<file path="src/rtl/auth_tag_cmp.sv">
// Byte-serial tag compare; always walks every byte.
module auth_tag_cmp #(
  parameter int TAG_W = 64
) (
  input  logic             clk_i,
  input  logic             rst_ni,
  input  logic             start_i,
  input  logic [TAG_W-1:0] a_i,
  input  logic [TAG_W-1:0] b_i,
  output logic             done_o,
  output logic             match_o
);
  localparam int NB    = TAG_W / 8;
  localparam int IDX_W = (NB > 1) ? $clog2(NB) : 1;
  localparam logic [IDX_W-1:0] LAST = IDX_W'(NB - 1);

  logic [7:0]       diff [NB];
  logic             busy_q;
  logic [IDX_W-1:0] idx_q;
  logic [7:0]       acc_q;
  logic [7:0]       cur;

  for (genvar g = 0; g < NB; g++) begin : g_byte
    assign diff[g] = a_i[8*g +: 8] ^ b_i[8*g +: 8];
  end

  assign cur     = diff[idx_q];
  assign done_o  = busy_q && (idx_q == LAST);
  assign match_o = ((acc_q | cur) == 8'd0);

  always_ff @(posedge clk_i or negedge rst_ni) begin
    if (!rst_ni) begin
      busy_q <= 1'b0;
      idx_q  <= '0;
      acc_q  <= '0;
    end else if (start_i) begin
      busy_q <= 1'b1;
      idx_q  <= '0;
      acc_q  <= '0;
    end else if (busy_q) begin
      acc_q <= acc_q | cur;
      if (idx_q == LAST) busy_q <= 1'b0;
      else               idx_q  <= idx_q + 1'b1;
    end
  end
endmodule

</file>
<file path="config.mk">
export PLATFORM = sky130hd
export DESIGN_NAME = auth_tag_cmp
export DESIGN_NICKNAME = d
export VERILOG_FILES = /design/src/rtl/auth_tag_cmp.sv
export SDC_FILE = /design/constraint.sdc
export NUM_CORES = 1
export LEC_CHECK = 0
export CORE_UTILIZATION = 33
export DETAILED_ROUTE_END_ITERATION = 16
export PLACE_DENSITY_LB_ADDON = 0.25
export SYNTH_ARGS = -nofsm -noshare
export SYNTH_HDL_FRONTEND = slang
export SYNTH_SLANG_ARGS = --single-unit
</file>
<file path="constraint.sdc">
create_clock -name clk_i -period 2.02 [get_ports clk_i]
set_input_delay 0.202 -clock clk_i [delete_from_list [all_inputs] [get_ports clk_i]]
set_output_delay 0.202 -clock clk_i [all_outputs]
set_load 0.01 [all_outputs]
</file>
Word-level counts from Yosys, hierarchy flattened
Index checks and enable logic that the tools add are counted.
{ "op_classes": {"add_sub_neg": 1, "mul": 0, "div_mod_pow": 0, "order_cmp": 1, "n_eq_ne": 2, "shift": 0, "muxes": 11, "n_bitwise": 10, "n_reduce_logical": 4} }
{ "ops": {"columns": ["op", "n"], "rows": [
  ["8-bit bitwise XOR", 8],
  ["8-bit 2-to-1 mux", 4],
  ["8-bit binary-select mux with 3-bit select", 1],
  ["3-bit 2-to-1 mux", 3],
  ["8-bit logical NOT", 1],
  ["8-bit OR", 1],
  ["4-bit >= comparator, second input constant", 1],
  ["3-bit NOT with 4-bit output", 1],
  ["3-bit by 1-bit adder with 3-bit output, second input constant", 1],
  ["3-bit == test, second input constant", 1],
  ["1-bit 2-to-1 mux", 3],
  ["2-bit != test, second input constant", 1],
  ["2-bit AND reduction", 1],
  ["2-bit nonzero test", 1],
  ["1-bit logical AND", 1]
]} }
{ "word_totals": {"register_bits": 12, "latch_bits": 0, "ram_bits": 0, "mem_bits_ro": 0, "inputBits": 131, "out_inout_bits": 2, "word_cells": 32, "memories": 0} }

Longest topological paths before layout
Gate-level depths: netlist of the first run.
{ "logic_depth": {"ltp_word": 7, "ltp_mapped": 7, "ltp_nobuf": 6} }

Worst setup path after synthesis of the first run
Ideal clock, no wire load.
{ "synth_timing": {"path_kind": "register -> output", "from": "register idx_q[0]", "to": "output port match_o", "arrival_time_ns": 1.581, "slack_ns": 0.237, "stages_incl_launch_ff": 7, "n_path_buf": 1, "cell_sequence": "dfrtp_1 buf_6 mux4_2 nor2_1 a21oi_1 nand4b_1 nor4_2"} }
{ "synth_via": {"elab_chain_len": 6} }
{ "synth_rtl": {"columns": ["element", "line_no", "source"], "rows": [
  ["start, declared", "19", "logic [IDX_W-1:0] idx_q;"],
  ["start signal, assigned", "43", "else idx_q <= idx_q + 1'b1;"],
  ["3-bit NOT with 4-bit output (implied by the code)", "27", "assign cur = diff[idx_q];"],
  ["8-bit binary-select mux with 3-bit select", "27", null],
  ["8-bit 2-to-1 mux (implied by the code) (2 in series)", "27", null],
  ["8-bit OR", "29", "assign match_o = ((acc_q | cur) == 8'd0);"],
  ["8-bit logical NOT", "29", null],
  ["end, declared", "11", "output logic match_o"]
]} }
No other way between the ends. The select of a mux whose other input is x is not followed.

Worst setup path after layout of the first run
Ends and elaborated chain as after synthesis.

==> qor.csv, run 1 <==
stage,metric,value,unit
status,status,"complete, but fails checks",
status,violations,negative setup slack,
synthesis,syn_area,1600,um2
critical_path,cp-end-kind,output port,
synthesis,yosysTopAreaCellShare,0.225,
timing,setup_violations,1,
timing,worstMarginPinSlew,0.510,ns
synthesis,yosys_most_used_dff,dfrtp_1,
die,ios,133,
critical_path,critPathKind,flop to output port,
die,start_util,0.355,
detailed_routing,vias_per_cell,4.79,
critical_path,reg2reg_slack,0.10,ns
cells_and_area,layout-drive-gt1-share,0.131,
timing,max_freq,441,MHz
timing,fin_crit,2.27,ns
cts,clockBufferDepth,2,
worst_hold_path,min_path_type,primary input to async pin,
critical_path,required,1.82,ns
synthesis,synth_edf_count,0,
cts,cts.reportedPaths.clkPinSlew,0.05,ns
placed_design,placed_cell_area,3060,um2
detailed_routing,drc,0,
cts,cts_buffers,3,
cts,cts.sinks,12,
die,rows,24,
global_route,gr-total-overflow,0,
detailed_routing,vias,1753,
placed_design,numPortBuffers,132,
timing,rsz0062_at_grt,yes,
detailed_routing,drt-pass1-iter-count,4,
global_route,antenna_found_initial,0,
cts,clock-root-buffer,clkbuf_8,
detailed_routing,wl_per_cell,13.1,um
critical_path,cp-start-kind,flop,
detailed_routing,routed_wl,4810,um
detailed_routing,drt_iter0_drc,70,
global_route,grt_max_degree,14,
timing,clock_skew,0.00875,ns
power_and_ir_drop,powerDensity,405,nW/um2
synthesis,synthTopCellsByArea,"xnor2_1 22%, dfrtp_1 19%, mux4_2 17%",
global_route,first_global_vias,1836,
placed_design,dp_hpwl,4190,um
critical_path,crit_fanout,5,
timing,fin_crit_sh,1.12,
placed_design,gp_congestion,0.770,
cts,cts.htree.levels,1,
timing,fin_ws,-0.247,ns
global_route,grt.busiest_layer,met2,
cells_and_area,syn_to_final_growth,98.2,%
synthesis,yosysTopAreaCell,xnor2_1,
synthesis,synth_seq_cells,12,
cells_and_area,final_util,0.704,
detailed_routing,antenna_left,0,
synthesis,ys_warn_count,0,
global_route,use_met3,0.0394,
job,max-cap-violations,0,
critical_path,worstReg2RegStart,idx_q[0],
synthesis,ys_seq_area_frac,0.188,
synthesis,ys_async_sr_fraction,1.00,
die,die_h,71.6,um
cts,clkLatencyLatePin,0.25,ns
timing,maxSlewHeadroom,0.659,
timing,finalHoldViolCount,0,
cells_and_area,final_nets,449,
placed_design,dp.cells,359,
die,die_x,71.6,um
cts,cts_tree,yes,
critical_path,arrival,2.07,ns
global_route,grt_use_met2,0.383,
global_route,grt_usage,0.196,
cells_and_area,layout.cells.non_filler,366,
cells_and_area,design_area,3170,um2
synthesis,synth_fp_nets,300,
synthesis,avgSynthCellArea,9.58,um2
power_and_ir_drop,vdd_drop_max,348,uV
critical_path,r2r-end,acc_q[7],
timing,finalMaxSlewViolations,0,
cts,cts_hold_buf,0,
global_route,met1_usage,0.214,
die,die_area,5130,um2
synthesis,netlist_instances,167,
synthesis,synth.distinct_cells,25,
die,fp.coreArea,4500,um2
cells_and_area,diodes,0,
timing,whs,0.296,ns
critical_path,r2r_cells,8,
power_and_ir_drop,p_leak,1.22,nW
global_route,grt_pass1_wl,7890,um
==> how the worst max path moves through the flow <==
stage	startpoint	endpoint	slack (ns)
2_1_floorplan	idx_q[0]	match_o	0.24
3_3_place_gp	b_i[34]	match_o	-0.49
3_5_place_dp	b_i[33]	match_o	-0.50
4_1_cts	idx_q[0]	match_o	-0.27
5_1_grt	idx_q[0]	match_o	-0.37
6_report	idx_q[0]	match_o	-0.25
==> report_power, final <==
part           switching [mW]  leakage, nW  internal (mW)
combinational           0.246         1.05          0.518
clock                  0.0852       0.0216          0.131
sequential             0.0274        0.148          0.275
total                   0.359         1.22          0.924
==> critical path: stages (launching register included) <==
cell and delay, ns:
dfrtp_1 0.40, buf_12 0.14, mux4_2 0.49, nor2_1 0.09, a21oi_1 0.05, nand4b_1 0.19
nor4_2 0.27, buf_2 0.17
==> cell usage after synthesis (2+ instances only) <==
cell	number
dfrtp_1	12
xor2_1	24
nor4_2	3
nand2_1	6
buf_2	2
inv_1	3
nor2_1	18
clkbuf_4	2
mux4_2	12
nand2b_1	7
a21oi_1	12
xnor2_1	41
mux2i_1	2
clkbuf_1	2
a211oi_1	8
nor4_1	2
buf_6	2
ha_1	2
==> kinds of logic (layout without fill, tap and decap cells) <==
| family | after synthesis | count (layout) | share of synthesized area |
|---|---|---|---|
| compound gates | 22 | 22 | 0.0822 |
| xor+xnor | 65 | 65 | 0.356 |
| fa+ha+maj | 2 | 2 | 0.0156 |
| buf+inv | 11 | 158 | 0.0415 |
| flops | 12 | 12 | 0.188 |
| mux | 14 | 14 | 0.182 |
| simple gates | 41 | 41 | 0.135 |
==> flip-flops by register name, summed over array words and instances, names as in the netlist <==
name    flops
idx_q       3
acc_q       8
busy_q      1
==> placed cells by master, fill, tap and decap left out <==
| cell | instances |
|---|---|
| nor2b_1 | 1 |
| mux4_2 | 12 |
| dlygate4sd2_1 | 1 |
| ha_1 | 2 |
| a211oi_1 | 8 |
| mux2i_2 | 1 |
| xnor2_1 | 41 |
| nor4_2 | 3 |
| nand3_1 | 1 |
| nor2_1 | 18 |
| xor2_1 | 24 |
| nand2b_1 | 7 |
| mux2i_1 | 1 |
| nand4b_1 | 1 |
| buf_2 | 1 |
| a21oi_1 | 12 |
| and2_1 | 1 |
| o22ai_1 | 1 |
| nor4_1 | 2 |
| buf_4 | 17 |
| clkdlybuf4s50_1 | 130 |
| buf_12 | 2 |
| clkbuf_8 | 3 |
| inv_1 | 3 |
| o21ai_1 | 1 |
| dfrtp_1 | 12 |
| nand2_1 | 6 |
| bufbuf_16 | 1 |
| or2_2 | 1 |
==> metal layers <==
layer  wire (um)  vias up
met5           0        -
met4          59        0
met3         251        6
met2        2740       62
met1        1760      813
li1            -      872
==> what timing repair did <==
item                                    in CTS  in global routing
gates cloned                                 1                  0
endpoints found under the setup margin       2                  4
gates resized for setup                      5                  1
setup buffers                                3                  0
pin swaps                                    3                  0
==> layout make-up <==
cell class	instances	area, um2
fill	378	1340
timing repair buffer	152	1520
clock buffer	3	41.3
tap	52	65.1
inverter	3	11.3
sequential	12	300
multi-input combinational	144	1240
==> stage by stage <==
| step | power, mW | setup TNS (ns) | setup WS [ns] |
|---|---|---|---|
| 5_1_grt | 1.37 | -0.492 | -0.375 |
| 6_report | 1.28 | -0.247 | -0.247 |
| 2_1_floorplan | 0.637 | 0 | 0.237 |
| 3_5_place_dp | 1.04 | -0.499 | -0.499 |
| 3_3_place_gp | 1.03 | -0.494 | -0.494 |
| 4_1_cts | 1.29 | -0.268 | -0.268 |
No activity file was read; power rests on OpenSTA's default activity.
==> inputs of run 2 (changes only) <==
--- a/config.mk
+++ b/config.mk
@@ -5,7 +5,8 @@
 export SDC_FILE = /design/constraint.sdc
 export NUM_CORES = 1
 export LEC_CHECK = 0
-export CORE_UTILIZATION = 33
+export CORE_UTILIZATION = 34
+export CTS_BUF_LIST = sky130_fd_sc_hd__clkbuf_2
 export DETAILED_ROUTE_END_ITERATION = 16
 export PLACE_DENSITY_LB_ADDON = 0.25
 export SYNTH_ARGS = -nofsm -noshare
==> qor.csv, run 2 (synthesis results as in run 1) <==
stage,metric,value,unit
status,status,"complete, but fails checks",
status,violations,"design-rule violations, negative setup slack",
global_route,grt_max_degree,14,
cells_and_area,most-common-layout-cells,"130 x clkdlybuf4s50_1, 41 x xnor2_1, 24 x xor2_1, 19 x buf_4, 13 x nor2_1",
global_route,grt_pass1_wl,7580,um
cts,cts.reportedPaths.clkPinSlew,0.13,ns
timing,maxSlewHeadroom,0.623,
power_and_ir_drop,power_frac_seq,0.239,
detailed_routing,drt-pass1-iter-count,10,
power_and_ir_drop,powerDensity,389,nW/um2
power_and_ir_drop,p_switching,0.396,mW
placed_design,numPortBuffers,132,
critical_path,worstReg2RegStart,idx_q[0],
critical_path,reg2reg_slack,0.14,ns
cells_and_area,regMostFlops,acc_q,
critical_path,crit_family,multiplexers,
cells_and_area,final_common_cell,clkdlybuf4s50_1,
timing,clock_skew,0.00560,ns
placed_design,dp_hpwl,4290,um
power_and_ir_drop,power_frac_comb,0.661,
critical_path,cp_cell_sequence,buf_4 > buf_6 > mux4_2 > nor2_1 > a21oi_1 > nand4b_1 > nor4_2 > buf_2,
die,die_area,4980,um2
global_route,first_global_vias,1791,
cells_and_area,syn_to_final_growth,104,%
job,max-cap-violations,0,
power_and_ir_drop,p_int,0.873,mW
timing,fin_crit,2.29,ns
critical_path,crit_slowest_cell,mux4_2,
detailed_routing,antenna_left,0,
cells_and_area,final_util,0.735,
timing,whs,0.283,ns
cells_and_area,diodes,0,
critical_path,required,1.82,ns
critical_path,cp-end-kind,output port,
cts,cts_buffers,3,
timing,setup_violations,1,
timing,max_freq,437,MHz
critical_path,r2r_cells,9,
detailed_routing,wl_per_cell,13.8,um
placed_design,gp_congestion,0.722,
cts,cts.sinks,12,
cells_and_area,reg.largest.list,"acc_q (8), idx_q (3), busy_q (1)",
critical_path,r2r-end,acc_q[1],
die,die_x,70.6,um
cts,clkLatencyLatePin,0.26,ns
cells_and_area,layout-drive-gt1-share,0.196,
global_route,antenna_found_initial,0,
critical_path,critPathBufInv,3,
timing,finalMaxSlewViolations,0,
worst_hold_path,min_path_type,primary input to async pin,
critical_path,critPathKind,flop to output port,
detailed_routing,drt_iter0_drc,75,
cts,clockBufferDepth,2,
critical_path,cp-start-kind,flop,
die,fp.coreArea,4440,um2
power_and_ir_drop,vdd_drop_max,227,uV
timing,worstMarginPinSlew,0.564,ns
die,rows,24,
critical_path,crit_cells,8,
timing,rsz0062_at_grt,yes,
die,ios,133,
timing,fin_ws,-0.270,ns
detailed_routing,vias,1804,
power_and_ir_drop,p_clk_frac,0.100,
power_and_ir_drop,netSwitchingFraction,0.312,
detailed_routing,routed_wl,5160,um
detailed_routing,drc,2,
cts,cts.htree.levels,1,
critical_path,crit_fanout,3,
critical_path,arrival,2.09,ns
cells_and_area,largest_reg_flops,8,
detailed_routing,vias_per_cell,4.82,
critical_path,cpPeakStageDelay,0.48,ns
die,start_util,0.360,
global_route,grt_usage,0.191,
timing,finalHoldViolCount,0,
power_and_ir_drop,p_leak,1.24,nW
cts,clock-root-buffer,clkbuf_2,
timing,fin_crit_sh,1.13,
cells_and_area,final_nets,456,
cts,cts_hold_buf,0,
global_route,gr-total-overflow,0,
die,die_h,70.6,um
cts,cts_tree,yes,
==> run 2: power groups by stage <==
stage                     clock network, mW  logic (mW)  registers, mW
final                                 0.127       0.839          0.303
after global routing                  0.139       0.905          0.307
after CTS                             0.127       0.767          0.301
after detailed placement                  0       0.733          0.306
after global placement                    0       0.720          0.306
after floorplan                           0       0.342          0.295
==> run 2: final cells by class <==
class | instances | area [um2]
clock inverters | 1 | 3.75
repair buffers | 159 | 1560
multi-input cells | 144 | 1310
flip-flops and latches | 12 | 303
inverters | 3 | 11.3
fillers | 325 | 1180
clock buffers | 3 | 15.0
well taps | 52 | 65.1
==> run 2: how the worst max path moves through the flow <==
| stage | start | endpoint |
|---|---|---|
| 6_report | idx_q[0] | match_o |
| 2_1_floorplan | idx_q[0] | match_o |
| 3_5_place_dp | b_i[33] | match_o |
| 4_1_cts | idx_q[0] | match_o |
| 3_3_place_gp | b_i[34] | match_o |
| 5_1_grt | idx_q[0] | match_o |
==> run 2: what timing repair did <==
| item | CTS | global route |
|---|---|---|
| gates resized for setup | 9 | 27 |
| endpoints found under the setup margin | 2 | 2 |
| setup buffers | 6 | 7 |
| gates cloned | 0 | 0 |
| pin swaps | 4 | 13 |
==> run 2: through the flow <==
step	instance area, um2	setup TNS [ns]	power, mW	std cells	setup slack, ns
4_1_cts	3120	-0.302	1.19	367	-0.302
2_1_floorplan	1600	0	0.637	167	0.237
5_1_grt	3260	-0.348	1.35	374	-0.348
3_5_place_dp	3050	-0.515	1.04	357	-0.515
6_report	3260	-0.270	1.27	374	-0.270
3_3_place_gp	3050	-0.496	1.03	357	-0.496
==> run 2: layer usage <==
metal	global-route usage	routed length (um)
met5	0	0
met3	0.0214	251
met4	0.0400	44
met1	0.197	1770
met2	0.408	3090
==> inputs of run 3 (changes only) <==
--- a/config.mk
+++ b/config.mk
@@ -5,7 +5,8 @@
 export SDC_FILE = /design/constraint.sdc
 export NUM_CORES = 1
 export LEC_CHECK = 0
-export CORE_UTILIZATION = 34
+export ABC_AREA = 1
+export CORE_UTILIZATION = 37
 export CTS_BUF_LIST = sky130_fd_sc_hd__clkbuf_2
 export DETAILED_ROUTE_END_ITERATION = 16
 export PLACE_DENSITY_LB_ADDON = 0.25
==> qor.csv, run 3 <==
stage,metric,value,unit
global_route,grt_usage,0.254,
cells_and_area,final_common_cell,clkdlybuf4s50_1,
global_route,first_global_vias,2688,
power_and_ir_drop,vdd_drop_max,189,uV
critical_path,critPathKind,flop to output port,
critical_path,crit_fanout,9,
critical_path,cp-start-kind,flop,
synthesis,yosysTopAreaCell,nand2_1,
critical_path,cp-end-kind,output port,
power_and_ir_drop,total_power,1.22,mW
synthesis,yosys_most_used_dff,dfrtp_1,
detailed_routing,vias_per_cell,4.85,
synthesis,yosysMostFrequentCell,nand2_1,
synthesis,netlist_instances,380,
job,max-cap-violations,0,
die,die_area,5570,um2
cts,cts_tree,yes,
critical_path,crit_slowest_cell,dfrtp_1,
timing,maxSlewHeadroom,0.648,
cells_and_area,reg.largest.list,"acc_q (8), idx_q (3), busy_q (1)",
die,start_util,0.382,
global_route,gr-total-overflow,0,
power_and_ir_drop,powerDensity,341,nW/um2
cts,clockBufferDepth,2,
timing,finalSetupTns,-0.000562,ns
synthesis,yosysTopAreaCellShare,0.227,
die,die_h,74.7,um
cells_and_area,layout-drive-gt1-share,0.102,
critical_path,cpPeakStageDelay,0.42,ns
critical_path,cp_cell_sequence,inv_4 > bufbuf_16 > nand3_1 > nand3_1 > nand3_2 > nand2_2 > nor2_4 > nand3_2 > nor2_2 > buf_2,
timing,max_freq,495,MHz
placed_design,dp_hpwl,5700,um
timing,fin_crit,2.02,ns
global_route,grt_pass1_wl,11000,um
worst_hold_path,min_path_type,primary input to async pin,
detailed_routing,wl_per_cell,12.0,um
synthesis,syn_area,1950,um2
timing,finalHoldViolCount,0,
die,rows,26,
cells_and_area,regMostFlops,acc_q,
critical_path,required,1.82,ns
timing,finalMaxSlewViolations,0,
timing,rsz0062_at_grt,yes,
synthesis,synth_seq_cells,12,
detailed_routing,drc,0,
cts,cts.sinks,12,
detailed_routing,antenna_left,0,
synthesis,ys_top_cells_by_count,"118 x nand2_1, 69 x nand3_1, 63 x inv_1, 39 x nor2_1, 22 x a21oi_1",
synthesis,ys_seq_area_frac,0.154,
synthesis,synth_fp_nets,513,
synthesis,ys_warn_count,0,
timing,worstMarginPinSlew,0.526,ns
cells_and_area,syn_to_final_growth,83.1,%
status,status,"complete, but fails checks",
die,ios,133,
timing,whs,0.290,ns
critical_path,crit_start,idx_q[0],
timing,fin_crit_sh,1.00,
detailed_routing,drt-pass1-iter-count,6,
synthesis,avgSynthCellArea,5.14,um2
placed_design,gp_congestion,0.769,
cts,cts.reportedPaths.clkPinSlew,0.10,ns
detailed_routing,routed_wl,7120,um
cts,cts_buffers,3,
synthesis,synth.distinct_cells,23,
cells_and_area,most-common-layout-cells,"130 x clkdlybuf4s50_1, 116 x nand2_1, 63 x inv_1, 57 x nand3_1, 36 x nor2_1",
cells_and_area,diodes,0,
cts,clkLatencyLatePin,0.25,ns
detailed_routing,drt_iter0_drc,85,
synthesis,ys_async_sr_fraction,1.00,
die,fp.coreArea,5110,um2
global_route,antenna_found_initial,0,
cells_and_area,final_nets,657,
critical_path,reg2reg_slack,0.40,ns
global_route,grt_max_degree,18,
critical_path,arrival,1.82,ns
power_and_ir_drop,p_leak,1.81,nW
timing,setup_violations,1,
cells_and_area,largest_reg_flops,8,
status,violations,negative setup slack,
placed_design,numPortBuffers,132,
cts,clock-root-buffer,clkbuf_2,
cells_and_area,final_util,0.700,
cts,cts.htree.levels,1,
detailed_routing,vias,2872,
timing,clock_skew,0.00109,ns
timing,fin_ws,-0.000562,ns
synthesis,synth_edf_count,0,
placed_design,post-place-ws,-0.310,ns
synthesis,synthTopCellsByArea,"nand2_1 23%, nand3_1 18%, dfrtp_1 15%",
critical_path,worstReg2RegStart,idx_q[0],
die,die_x,74.7,um
-- run 3: routing by layer --
layer  global-route usage  vias up  share of wire
li1                     -     1498              -
met3               0.0388       17          0.080
met5                    0        -              0
met2                0.515      118           0.52
met1                0.263     1239           0.38
met4               0.0797        0          0.021
-- run 3: timing repair --
| item | CTS | global route |
|---|---|---|
| hold buffers | 0 | 0 |
| gates cloned | 1 | 1 |
| setup buffers | 1 | 0 |
| pin swaps | 2 | 4 |
| resized for setup | 6 | 18 |
| endpoints found under the setup margin | 2 | 2 |
-- run 3: final cells by class --
class | instances | area, um2
Clock buffer | 3 | 15.0
Fill cell | 465 | 1530
Inverter | 66 | 250
Multi-Input combinational cell | 290 | 1390
Sequential cell | 12 | 300
Tap cell | 70 | 87.6
Timing Repair Buffer | 151 | 1540
-- run 3: worst max-delay path: cells and delay by family (launching register included) --
kind	cells	cell delay, ns
AND/OR/NAND/NOR	7	0.63
buffers and inverters	3	0.52
flip-flops	1	0.42
-- run 3: per-stage QoR --
stage          area [um2]  cells
2_1_floorplan        1950    380
3_3_place_gp         3430    587
3_5_place_dp         3430    587
4_1_cts              3480    592
5_1_grt              3580    592
6_report             3580    592
-- run 3: worst paths after layout --
check,endpoint,depth (start not counted)
setup / recovery,match_o,10
hold / removal,idx_q[0],1
setup reg to reg,idx_q[1],5
hold reg to reg,acc_q[2],2
max in group asynchronous,acc_q[4],1
min in group clk_i,acc_q[2],2
-- run 3: kinds of logic after synthesis --
family          after synthesis  share of synthesized area
compound gates               47                      0.125
fa+ha+maj                     2                     0.0128
buf+inv                      78                      0.177
xor+xnor                      2                    0.00897
simple gates                239                      0.523
flops                        12                      0.154
-- run 3: power by group --
part / switching [mW] / internal, mW
combinational: 0.353 / 0.470
sequential: 0.0197 / 0.269
clock: 0.0676 / 0.0405
total: 0.440 / 0.780
